### src/rtl/irq_mask_pkg.sv
package irq_mask_pkg;

    localparam int DEF_WORD_W = 16;
    localparam int DEF_NUM_SW = 4;
    localparam int DEF_NUM_HW = 8;
    localparam int DEF_NUM_CPU = 4;
    localparam int DEF_ADDR_W = 3;

    // bus address of the status word; enable mask k sits at STAT_ADDR + 1 + k
    localparam int STAT_ADDR = 0;

endpackage

### src/rtl/irq_swi_bank.sv
module irq_swi_bank #(
    parameter int NUM_SW = 4
) (
    input  logic              clk,
    input  logic              rst,
    input  logic              set_valid,
    input  logic [NUM_SW-1:0] set_mask,
    input  logic              clr_valid,
    input  logic [NUM_SW-1:0] clr_mask,
    output logic [NUM_SW-1:0] swi_q
);

    logic [NUM_SW-1:0] set_eff;
    logic [NUM_SW-1:0] clr_eff;
    logic [NUM_SW-1:0] swi_d;

    always_comb begin
        set_eff = set_valid ? set_mask : '0;
        clr_eff = clr_valid ? clr_mask : '0;
        // set is applied after clear so it wins on a collision
        swi_d   = (swi_q & ~clr_eff) | set_eff;
    end

    always_ff @(posedge clk) begin
        if (rst) begin
            swi_q <= '0;
        end else begin
            swi_q <= swi_d;
        end
    end

endmodule

### src/rtl/irq_enable_bank.sv
module irq_enable_bank #(
    parameter int NUM_CPU = 4,
    parameter int LIVE_W  = 12
) (
    input  logic                      clk,
    input  logic                      rst,
    input  logic [NUM_CPU-1:0]        wr_en,
    input  logic [LIVE_W-1:0]         wdata,
    output logic [NUM_CPU*LIVE_W-1:0] en_flat
);

    for (genvar k = 0; k < NUM_CPU; k++) begin : g_mask
        logic [LIVE_W-1:0] mask_q;

        always_ff @(posedge clk) begin
            if (rst) begin
                mask_q <= '0;
            end else if (wr_en[k]) begin
                mask_q <= wdata;
            end
        end

        assign en_flat[k*LIVE_W +: LIVE_W] = mask_q;
    end

endmodule

### src/rtl/irq_out_stage.sv
module irq_out_stage #(
    parameter int NUM_CPU = 4,
    parameter int LIVE_W  = 12
) (
    input  logic                      clk,
    input  logic                      rst,
    input  logic [LIVE_W-1:0]         live,
    input  logic [NUM_CPU*LIVE_W-1:0] en_flat,
    output logic [NUM_CPU-1:0]        cpu_irq
);

    for (genvar k = 0; k < NUM_CPU; k++) begin : g_cpu
        logic hit;

        assign hit = |(live & en_flat[k*LIVE_W +: LIVE_W]);

        always_ff @(posedge clk) begin
            if (rst) begin
                cpu_irq[k] <= 1'b0;
            end else begin
                cpu_irq[k] <= hit;
            end
        end
    end

endmodule

### src/rtl/irq_mask_ctrl.sv
module irq_mask_ctrl
    import irq_mask_pkg::*;
#(
    parameter int WORD_W  = DEF_WORD_W,
    parameter int NUM_SW  = DEF_NUM_SW,
    parameter int NUM_HW  = DEF_NUM_HW,
    parameter int NUM_CPU = DEF_NUM_CPU,
    parameter int ADDR_W  = DEF_ADDR_W
) (
    input  logic              clk,
    input  logic              sys_rst,
    input  logic              loc_rst,
    input  logic [NUM_HW-1:0] hw_req,
    input  logic              bus_we,
    input  logic [ADDR_W-1:0] bus_addr,
    input  logic [WORD_W-1:0] bus_wdata,
    output logic [WORD_W-1:0] bus_rdata,
    input  logic              swi_set_valid,
    input  logic [NUM_SW-1:0] swi_set_mask,
    input  logic              swi_clr_valid,
    input  logic [NUM_SW-1:0] swi_clr_mask,
    output logic [NUM_CPU-1:0] cpu_irq
);

    localparam int LIVE_W = NUM_SW + NUM_HW;

    logic                      rst;
    logic [NUM_SW-1:0]         swi_q;
    logic [LIVE_W-1:0]         live;
    logic [WORD_W-1:0]         status;
    logic [NUM_CPU-1:0]        en_wr;
    logic [NUM_CPU*LIVE_W-1:0] en_flat;

    assign rst    = sys_rst | loc_rst;
    assign live   = {hw_req, swi_q};
    assign status = WORD_W'(live);

    for (genvar k = 0; k < NUM_CPU; k++) begin : g_wdec
        assign en_wr[k] = bus_we && (bus_addr == ADDR_W'(STAT_ADDR + 1 + k));
    end

    irq_swi_bank #(
        .NUM_SW(NUM_SW)
    ) u_swi (
        .clk      (clk),
        .rst      (rst),
        .set_valid(swi_set_valid),
        .set_mask (swi_set_mask),
        .clr_valid(swi_clr_valid),
        .clr_mask (swi_clr_mask),
        .swi_q    (swi_q)
    );

    irq_enable_bank #(
        .NUM_CPU(NUM_CPU),
        .LIVE_W (LIVE_W)
    ) u_en (
        .clk    (clk),
        .rst    (rst),
        .wr_en  (en_wr),
        .wdata  (bus_wdata[LIVE_W-1:0]),
        .en_flat(en_flat)
    );

    irq_out_stage #(
        .NUM_CPU(NUM_CPU),
        .LIVE_W (LIVE_W)
    ) u_out (
        .clk    (clk),
        .rst    (rst),
        .live   (live),
        .en_flat(en_flat),
        .cpu_irq(cpu_irq)
    );

    always_comb begin
        bus_rdata = '0;
        if (bus_addr == ADDR_W'(STAT_ADDR)) begin
            bus_rdata = status;
        end else begin
            for (int k = 0; k < NUM_CPU; k++) begin
                if (bus_addr == ADDR_W'(STAT_ADDR + 1 + k)) begin
                    bus_rdata = WORD_W'(en_flat[k*LIVE_W +: LIVE_W]);
                end
            end
        end
    end

endmodule

### config.mk
export PLATFORM = sky130hd
export DESIGN_NAME = irq_mask_ctrl
export DESIGN_NICKNAME = d
export VERILOG_FILES = /design/src/rtl/irq_mask_pkg.sv /design/src/rtl/irq_swi_bank.sv /design/src/rtl/irq_enable_bank.sv /design/src/rtl/irq_out_stage.sv /design/src/rtl/irq_mask_ctrl.sv
export SDC_FILE = /design/constraint.sdc
export NUM_CORES = 1
export LEC_CHECK = 0
export BUFFER_PORTS_ARGS = -buffer_cell sky130_fd_sc_hd__buf_2
export CAP_MARGIN = 20
export CORE_MARGIN = 8
export CORE_UTILIZATION = 45
export CTS_CLUSTER_SIZE = 30
export DETAILED_ROUTE_END_ITERATION = 16
export PLACE_DENSITY = 0.73
export REMOVE_ABC_BUFFERS = 1
export SLEW_MARGIN = 25
export SYNTH_ARGS = -nofsm -noshare
export SYNTH_HDL_FRONTEND = slang
export SYNTH_HIERARCHICAL = 1
export SYNTH_SLANG_ARGS = --single-unit
### constraint.sdc
create_clock -name clk -period 3.1 [get_ports clk]
set_clock_uncertainty 0.15 [all_clocks]
set_input_delay 0.93 -clock clk [delete_from_list [all_inputs] [get_ports clk]]
set_output_delay 0.93 -clock clk [all_outputs]
set_load 0.02 [all_outputs]
==> results of run 1 <==
-- per-stage QoR --
step | TNS (ps) | cells | setup slack (ps) | hold WS (ps)
after floorplan | 0 | 254 | 201 | 328
after global placement | -3190 | 392 | -313 | 353
after detailed placement | -3260 | 392 | -327 | 359
after CTS | 0 | 403 | 5.13 | 388
after global routing | 0 | 403 | 0.171 | 399
final | 0 | 403 | 9.98 | 391
-- cell usage in the layout (no fill, tap or decap), drive strengths merged, types with 6 or more instances in the layout --
cell and count:
a221o 11, buf 65, a221oi 12, a22o 12, mux2i 60, mux2 12, dfxtp 56, nand2 6
clkbuf 6, nor2 60
-- worst min-delay path: stages, from the launching register on --
cell and delay, ps:
dfxtp_1 340, mux2i_1 120, nor2_1 50
-- registers in the layout, indices dropped and copies added (netlist names) --
signal and cells:
u_en/g_mask.mask_q 48, u_swi/swi_q 4, u_out/cpu_irq 4
-- repair_timing --
action | 4_1_cts | 5_1_grt
pin swaps | 3 | 1
setup endpoints to repair | 12 | 12
cloned | 1 | 0
gates resized for setup | 12 | 11
setup buffers | 2 | 0
-- power groups by stage --
| stage | clock network [mW] | logic [mW] | registers [mW] |
|---|---|---|---|
| after floorplan | 0 | 0.0699 | 0.749 |
| after global placement | 0 | 0.144 | 0.751 |
| after detailed placement | 0 | 0.146 | 0.751 |
| after CTS | 0.433 | 0.158 | 0.735 |
| after global routing | 0.470 | 0.175 | 0.736 |
| final | 0.430 | 0.166 | 0.735 |
-- layer usage --
layer | up-vias | share of wire [%] | wire length, um
met4 | 0 | 1.5 | 116
met1 | 1162 | 44 | 3470
met3 | 9 | 8.3 | 650
met5 | - | 0 | 0
li1 | 1094 | - | -
met2 | 103 | 46 | 3610
-- final timing paths --
path,from,end,slack (ps),cells after the start
max reg2reg,u_swi/swi_q[2],u_out/cpu_irq[2],1610,3
min reg2reg,u_en/g_mask[3].mask_q[9],u_en/g_mask[3].mask_q[9],390,2
max,bus_addr[0],bus_rdata[1],10,5
min,u_en/g_mask[3].mask_q[9],u_en/g_mask[3].mask_q[9],390,2
-- Yosys cell counts, drive strengths merged --
cell | count | area [um^2]
a21bo | 4 | 40.0
a22oi | 1 | 7.51
and3 | 1 | 7.51
and3b | 1 | 10.0
conb | 1 | 3.75
dfxtp | 56 | 1120
nand2 | 6 | 22.5
mux2 | 12 | 158
o21ai | 1 | 5.00
buf | 20 | 156
or2 | 2 | 12.5
a21oi | 4 | 20.0
a31oi | 4 | 25.0
nor2b | 1 | 6.26
a22o | 12 | 105
nor3 | 1 | 5.00
a221oi | 12 | 111
nor2 | 60 | 225
a221o | 11 | 110
mux2i | 60 | 601
nor3b | 1 | 12.5
-- kinds of logic after synthesis --
group | count (synthesis)
flops | 56
compound gates | 49
buf+inv | 20
other cells | 1
mux | 72
simple gates | 73
-- final cells by class --
cell class,count,area [um^2],share of cell area [%]
clock buffers,5,68.8,2.10
repair buffers,66,449,13.7
well taps,75,93.8,2.86
multi-input cells,198,1520,46.3
flip-flops and latches,56,1120,34.2
clock inverters,3,25.0,0.764
==> summary.txt, run 1 <==
Timing
  • Worst Max-Slew Pin Slew: approximately 620 ps
  • Fmax: 0.324 GHz
  • Max-slew violation count: 0
  • Final Cycle Share: 99.7%
  • RSZ-0062 raised after global routing: no
  • Tmin final: 3090 ps
  • Finish-stage setup viols: 0
  • Hold Vio Cnt, Final: 0
  • Slew HR: 58.5%

Synth
  • Syn. warnings: 6
  • Post-synthesis mux area share: 27.4%
  • Post-Synthesis Cell Area: 0.00277 mm^2
  • Mean post-synth cell area: 10.2 um^2
  • Synthesized-area fraction occupied by adder cells: 0%
  • Cell count after synthesis: roughly 270
  • #FFs+latches synth: between 50 and 60
  • Sequential area share after synthesis: about 41%
  • Post-Synth XOR/XNOR Area: 0%
  • Main combinational cell family by area after synthesis: multiplexers
  • Simple-Gate Fraction of Synth Area: 10.9%
  • Yosys cell types: 26
  • Synth Area in Compound Gates: between 10% and 20%

Worst setup path
  • Crit path largest cell delay: ~350 ps
  • CP required: 2020 ps
  • CP max stage cell: a221o_1
  • CP startpoint kind: input pin
  • Critical Path Sink Type: primary output
  • Crit Path Max Fanout: 6
  • Worst EP arrival: 2010 ps
  • Crit path buf inv count: 3
  • Worst path cell trace: buf_6, buf_6, mux2_2, a221o_1, buf_6
  • Most Frequent Cell on Critical Path: buf_6
  • Critical setup path kind: in -> out
  • CP top delay family: buffers and inverters

Floorplanning
  • DIE HEIGHT: approximately 94 um
  • Die area: 0.00891 mm^2
  • Ports: 61
  • Chip Width: ~94 um
  • Core area: 0.00592 mm^2
  • Initial Util: a little under half
  • Site Rows: 28

Placement
  • GP Congestion: 0.833
  • Area after DPL: 0.00306 mm^2
  • Port Buffers: 52
  • Placed wire-length estimate: ~5500 um

Final layout
  • Number of antenna diodes: 0
  • Final nets: 368
  • Area delta synth->final: 18.5%
  • Final core occ: 55.3%
  • Layout cells sized above 1: between 20 and 30%
  • Fill cells: 530
  • Post-route cell area: 0.00328 mm^2

Pwr
  • VDD IR max: around 0.23 mV
  • Switching Power: 366 uW
  • Share of power burned in registers: between 50 and 60%
  • Static leakage: 1.27 nW
  • Sw Ratio: 27.5%
  • Int Pwr: 964 uW
  • Design Power: around 1.3 mW
  • PwrDens: 406 mW/mm^2
  • Clock share of power: between 30 and 40%
  • Comb power frac: between 10% and 20%

Clock network
  • CTS max path bufs: 2
  • Hold bufs inserted after CTS: 0
  • CTS Buf Count: 5
  • Worst-skew pair later-pin latency: 330 ps
  • H-tree depth: 2
  • CTS root buffer: clkbuf_8
  • CTS tree: built
  • Clk sinks: 56
  • Clock-pin slew on the worst setup and hold paths: 100 ps

Routing
  • DRC: 0
  • Final wirelength: 7840 um
  • DRT iter0 DRCs: about 210
  • Vias/cell: between 5 and 6
  • 1st-pass router iterations: 5
  • ANT nets after route: 0
  • Routed len/inst: 19.5 um
  • Vias post-DR: 2368

GRT
  • Met2 Usage GRT: 26.4%
  • M3 GR Usage: 3.65%
  • First-pass GRT wire length: 12100 um
  • Largest net degree at the start of global routing: 57
  • Vias in the first global route: about 2300
  • GRT Total Usage: 17.4%
  • Overflow after GRT: 0
  • Initial antenna violation count: 0
  • Most congested layer reported by global routing: met2
  • M1 GR Usage: 23.5%

Flow run
  • Total of max-cap violations: 0

Worst hold path
  • Min-Delay Path Class: reg -> reg

Status
  • Status: finished clean
No activity file was read; power rests on OpenSTA's default activity.
==> inputs of run 2 (changes only) <==
- CELL_PAD_IN_SITES_DETAIL_PLACEMENT: unset -> 1
- CELL_PAD_IN_SITES_GLOBAL_PLACEMENT: unset -> 2
- CORE_UTILIZATION: 45 -> 33
- PLACE_DENSITY: 0.73 -> 0.83
==> summary.txt, run 2 (synthesized netlist as in run 1, its figures left out) <==
Routing
  • DRC: 0 (unchanged)
  • Vias/cell: 5.31 (was 5.88)
  • Routed len/inst: 19.8 um (was 19.5 um)
  • 1st-pass router iterations: 4 (was 5)
  • DRT iter0 DRCs: 103 (was 213)
  • ANT nets after route: 0 (unchanged)
  • Vias post-DR: 2304 (was 2368)
  • Final wirelength: 8590 um (was 7840 um)

Placement
  • Post-Place Cells: 429 (was 392)
  • Placed wire-length estimate: 6340 um (was 5510 um)
  • GP Congestion: 0.758 (was 0.833)
  • Port Buffers: 52 (unchanged)

Final layout
  • Biggest register: u_en/g_mask.mask_q (unchanged)
  • Final nets: 372 (was 368)
  • Number of antenna diodes: 0 (unchanged)
  • Layout cells sized above 1: 28.6% (was 28.7%)
  • Non-Filler Instances: 434 (was 403)
  • Most frequent cells in the layout: 60 x mux2i_1, 60 x nor2_1, 56 x dfxtp_1 (unchanged)
  • Largest regs: u_en/g_mask.mask_q (48), u_out/cpu_irq (4), u_swi/swi_q (4) (unchanged)
  • Max reg flops: 48 (unchanged)
  • Area delta synth->final: 17.9% (was 18.5%)

Timing
  • Finish-stage setup viols: 0 (unchanged)
  • Hold slack final: 390 ps (was 391 ps)
  • Max-slew violation count: 0 (unchanged)
  • Tmin final: 3090 ps (about the same)
  • Fmax: 0.324 GHz (about the same)
  • Slew HR: 58.8% (was 58.5%)
  • Worst Max-Slew Pin Slew: 618 ps (was 623 ps)
  • RSZ-0062 raised after global routing: no (unchanged)
  • Final Cycle Share: 99.6% (was 99.7%)
  • Hold Vio Cnt, Final: 0 (unchanged)

Clock network
  • CTS max path bufs: 2 (unchanged)
  • CTS root buffer: clkbuf_8 (unchanged)
  • Worst-skew pair later-pin latency: 300 ps (was 330 ps)
  • Hold bufs inserted after CTS: 0 (unchanged)
  • Clock-pin slew on the worst setup and hold paths: 90 ps (was 100 ps)
  • CTS Buf Count: 5 (unchanged)
  • H-tree depth: 2 (unchanged)
  • CTS tree: built (unchanged)
  • Clk sinks: 56 (unchanged)

Worst setup path
  • CP startpoint kind: input pin (unchanged)
  • CP max stage cell: a221o_1 (unchanged)
  • Worst EP arrival: 2010 ps (about the same)
  • Worst path cell trace: buf_8, buf_4, mux2_2, a221o_1, buf_2 (was buf_6, buf_6, mux2_2, a221o_1, buf_6)
  • Critical setup path kind: in -> out (unchanged)
  • Critical Path Sink Type: primary output (unchanged)
  • Crit path largest cell delay: 330 ps (was 350 ps)
  • CP required: 2020 ps (about the same)
  • Crit Path Max Fanout: 11 (was 6)

Pwr
  • Static leakage: 1.27 nW (about the same)
  • PwrDens: 387 mW/mm^2 (was 406 mW/mm^2)
  • VDD IR max: 0.169 mV (was 0.230 mV)

Floorplanning
  • Site Rows: 33 (was 28)
  • Core area: 0.00818 mm^2 (was 0.00592 mm^2)
  • DIE HEIGHT: 108 um (was 94.4 um)
  • Die area: 0.0116 mm^2 (was 0.00891 mm^2)
  • Ports: 61 (unchanged)
  • Chip Width: 108 um (was 94.4 um)
  • Initial Util: 33.8% (was 46.7%)

GRT
  • First-pass GRT wire length: 13200 um (was 12100 um)
  • Largest net degree at the start of global routing: 57 (unchanged)
  • Initial antenna violation count: 0 (unchanged)
  • Vias in the first global route: 2360 (was 2255)
  • Overflow after GRT: 0 (unchanged)
  • GRT Total Usage: 14.5% (was 17.4%)

Flow run
  • Total of max-cap violations: 0 (unchanged)

Worst hold path
  • Min-Delay Path Class: reg -> reg (unchanged)

Status
  • Status: finished clean (unchanged)
==> run 2: final cells by class <==
cell class / count / area (um^2)
clock buffers: 5 / 68.8
flip-flops and latches: 56 / 1120
repair buffers: 70 / 430
well taps: 105 / 131
fillers: 974 / 4910
multi-input cells: 198 / 1510
==> run 2: power by group <==
group / internal, mW / leakage (nW) / switching [mW]
combinational: 0.0697 / 0.779 / 0.0941
sequential: 0.726 / 0.452 / 0.00802
clock: 0.147 / 0.0359 / 0.217
total: 0.943 / 1.27 / 0.319
==> run 2: worst paths after layout <==
path	slack [ps]	start	endpoint	depth (start not counted)
worst max-delay path	10	bus_addr[0]	bus_rdata[9]	5
worst min-delay path	390	u_en/g_mask[1].mask_q[1]	u_en/g_mask[1].mask_q[1]	2
worst max register to register	1590	u_swi/swi_q[3]	u_out/cpu_irq[3]	4
worst min register to register	390	u_en/g_mask[1].mask_q[1]	u_en/g_mask[1].mask_q[1]	2
==> run 2: metal layers <==
metal	track usage [%]	up-vias	part of all wire [%]	routed length, um
li1	-	1098	-	-
met1	18.9	1150	47	4050
met2	24.3	52	48	4100
met3	2.63	4	4.4	379
met4	2.97	0	0.66	57
met5	0	-	0	0
==> run 2: timing repair <==
action                                  in CTS  in global routing
buffers inserted                             0                  0
gates cloned                                 0                  0
endpoints found under the setup margin      12                 10
pin swaps                                    0                  0
gates resized for setup                      2                  6
==> run 2: metrics by stage <==
stage / setup WS, ps / utilization [%] / area [um^2] / TNS (ps) / total power, mW
floorplan: 201 / - / 2620 / 0 / 0.819
global placement: -138 / 38.7 / 3160 / -1240 / 0.908
detailed placement: -172 / 38.7 / 3160 / -1550 / 0.910
CTS: -9.42 / 39.6 / 3240 / -14.6 / 1.28
global route: 0.955 / 39.9 / 3260 / 0 / 1.32
finish: 13.1 / 39.9 / 3260 / 0 / 1.26
==> run 2: critical path: cells and delay by family <==
kind,cells,cell delay [ps]
AO/OA/AOI/OAI,1,330
multiplexers,1,320
buffers and inverters,3,420
==> inputs of run 3 (changes only) <==
- BUFFER_PORTS_ARGS: -buffer_cell sky130_fd_sc_hd__buf_2 -> -buffer_cell sky130_fd_sc_hd__clkbuf_2
- CORE_UTILIZATION: 33 -> 30
- PLACE_DENSITY: 0.83 -> unset
- PLACE_DENSITY_LB_ADDON: unset -> 0.1
- clock period: 3.1 -> 2.5 ns (I/O delays scaled with it)
==> summary.txt, run 3 (synthesized netlist as in run 1, its figures left out) <==
Worst setup path
  • Critical Path Sink Type: primary output (unchanged)
  • CP startpoint kind: input pin (unchanged)
  • CP required: 1600 ps (was 2020 ps)
  • Crit Path Max Fanout: 5 (was 11)
  • Worst EP arrival: 1820 ps (was 2010 ps)
  • Critical setup path kind: in -> out (unchanged)

Flow run
  • Total of max-cap violations: 0 (unchanged)

Floorplanning
  • Initial Util: 30.4% (was 33.8%)
  • Site Rows: 35 (was 33)
  • Core area: 0.00911 mm^2 (was 0.00818 mm^2)
  • Ports: 61 (unchanged)
  • DIE HEIGHT: 112 um (was 108 um)
  • Die area: 0.0125 mm^2 (was 0.0116 mm^2)
  • Chip Width: 112 um (was 108 um)

GRT
  • Vias in the first global route: 2556 (was 2360)
  • Largest net degree at the start of global routing: 57 (unchanged)
  • GRT Total Usage: 15.6% (was 14.5%)
  • Overflow after GRT: 0 (unchanged)
  • Initial antenna violation count: 0 (unchanged)
  • First-pass GRT wire length: 15000 um (was 13200 um)

Final layout
  • Most frequent cells in the layout: 59 x mux2i_1, 58 x nor2_1, 56 x dfxtp_1 (was 60 x mux2i_1, 60 x nor2_1, 56 x dfxtp_1)
  • Final core occ: 39.8% (was 39.9%)
  • Fill cells: 1043 (was 974)
  • Register area: 0.00112 mm^2 (unchanged)
  • Largest regs: u_en/g_mask.mask_q (48), u_out/cpu_irq (4), u_swi/swi_q (4) (unchanged)
  • Biggest register: u_en/g_mask.mask_q (unchanged)
  • Multi-input gate area: 0.00158 mm^2 (was 0.00151 mm^2)
  • Max reg flops: 48 (unchanged)
  • Final nets: 384 (was 372)
  • Commonest non-fill, non-tap cell in the layout: mux2i_1
  • Number of antenna diodes: 0 (unchanged)
  • Area delta synth->final: 31.3% (was 17.9%)
  • Layout cells sized above 1: 32.7% (was 28.6%)
  • Non-Filler Instances: 454 (was 434)

Routing
  • ANT nets after route: 0 (unchanged)
  • Vias/cell: 5.23 (was 5.31)
  • 1st-pass router iterations: 4 (unchanged)
  • DRT iter0 DRCs: 111 (was 103)
  • Routed len/inst: 21.7 um (was 19.8 um)
  • Vias post-DR: 2376 (was 2304)
  • Final wirelength: 9850 um (was 8590 um)
  • DRC: 0 (unchanged)

Placement
  • Placement Setup Slack: -541 ps (was -172 ps)
  • Placed wire-length estimate: 6870 um (was 6340 um)
  • Port Buffers: 52 (unchanged)
  • GP Congestion: 0.713 (was 0.758)
  • Post-Place Cells: 440 (was 429)

Clock network
  • Worst-skew pair later-pin latency: 310 ps (was 300 ps)
  • CTS max path bufs: 2 (unchanged)
  • CTS Buf Count: 5 (unchanged)
  • CTS tree: built (unchanged)
  • Clk sinks: 56 (unchanged)
  • H-tree depth: 2 (unchanged)
  • CTS root buffer: clkbuf_8 (unchanged)
  • Clock-pin slew on the worst setup and hold paths: 100 ps (was 90 ps)

Timing
  • Fmax: between 0.3 and 0.4 GHz
  • Fin Setup TNS: -2180 ps (was 0 ps)
  • Final Cycle Share: 109%
  • Max-slew violation count: 0 (unchanged)
  • Finish-stage setup viols: 12 (was 0)
  • Tmin final: 2720 ps
  • RSZ-0062 raised after global routing: yes (was no)
  • Hold Vio Cnt, Final: 0 (unchanged)
  • Final worst slack: -221 ps (was 13.1 ps)

Status
  • Failing checks: setup timing
  • Status: finished, violations left (was finished clean)

Worst hold path
  • Min-Delay Path Class: reg -> reg (unchanged)

Pwr
  • PwrDens: 458 mW/mm^2 (was 387 mW/mm^2)
  • VDD IR max: 0.191 mV (was 0.169 mV)
  • Static leakage: 1.41 nW (was 1.27 nW)
==> run 3: cell count changes in the layout (fill, tap and decap cells not counted), sizes merged <==
cell    previous run  this run
or2                2         3
clkinv             0         1
clkbuf             6        55
buf               69        32
==> run 3: worst paths after layout <==
check             slack, ps  cells after the start                 startpoint                   endpoint
hold reg to reg         390                      2  u_en/g_mask[1].mask_q[11]  u_en/g_mask[1].mask_q[11]
hold / removal          390                      2  u_en/g_mask[1].mask_q[11]  u_en/g_mask[1].mask_q[11]
setup / recovery       -220                      5                bus_addr[0]               bus_rdata[1]
setup reg to reg        920                      4             u_swi/swi_q[3]           u_out/cpu_irq[3]
==> run 3: cell type report <==
type / count / area share, %
Tap cell: 111 / 3.83
Sequential cell: 56 / 30.9
Clock inverter: 1 / 0.138
Multi-Input combinational cell: 199 / 43.5
Clock buffer: 6 / 2.00
Timing Repair Buffer: 81 / 19.6
==> run 3: stage by stage <==
| stage | hold WS (ps) | power [mW] | cell area, um^2 |
|---|---|---|---|
| 6_report | 387 | 1.66 | 3630 |
| 5_1_grt | 415 | 1.74 | 3630 |
| 4_1_cts | 388 | 1.68 | 3600 |
| 3_5_place_dp | 363 | 1.14 | 3220 |
| 3_3_place_gp | 345 | 1.14 | 3210 |
| 2_1_floorplan | 328 | 1.02 | 2620 |
==> run 3: critical path, stage by stage <==
cell and delay, ps:
clkbuf_16 140, buf_12 140, mux2_4 300, a221o_1 320, clkbuf_8 160
==> run 3: where the power goes <==
group | leakage [nW] | internal, mW | switching [mW]
clock | 0.0410 | 0.192 | 0.298
combinational | 0.918 | 0.123 | 0.138
sequential | 0.452 | 0.901 | 0.0100
==> run 3: what timing repair did <==
item | 4_1_cts | 5_1_grt
endpoints found under the hold margin | 0 | 0
resized for setup | 50 | 10
cloned | 4 | 0
setup buffers | 3 | 0
endpoints found under the setup margin | 12 | 12
hold buffers | 0 | 0
pin swaps | 12 | 1
==> run 3: routing by layer <==
metal	vias to the layer above	global-route usage [%]	part of all wire, %	routed length, um
met2	56	25.1	46	4500
met5	-	0	0	0
li1	1135	-	-	-
met1	1178	20.6	49	4840
met3	7	3.52	4.2	414
met4	0	3.96	0.95	94
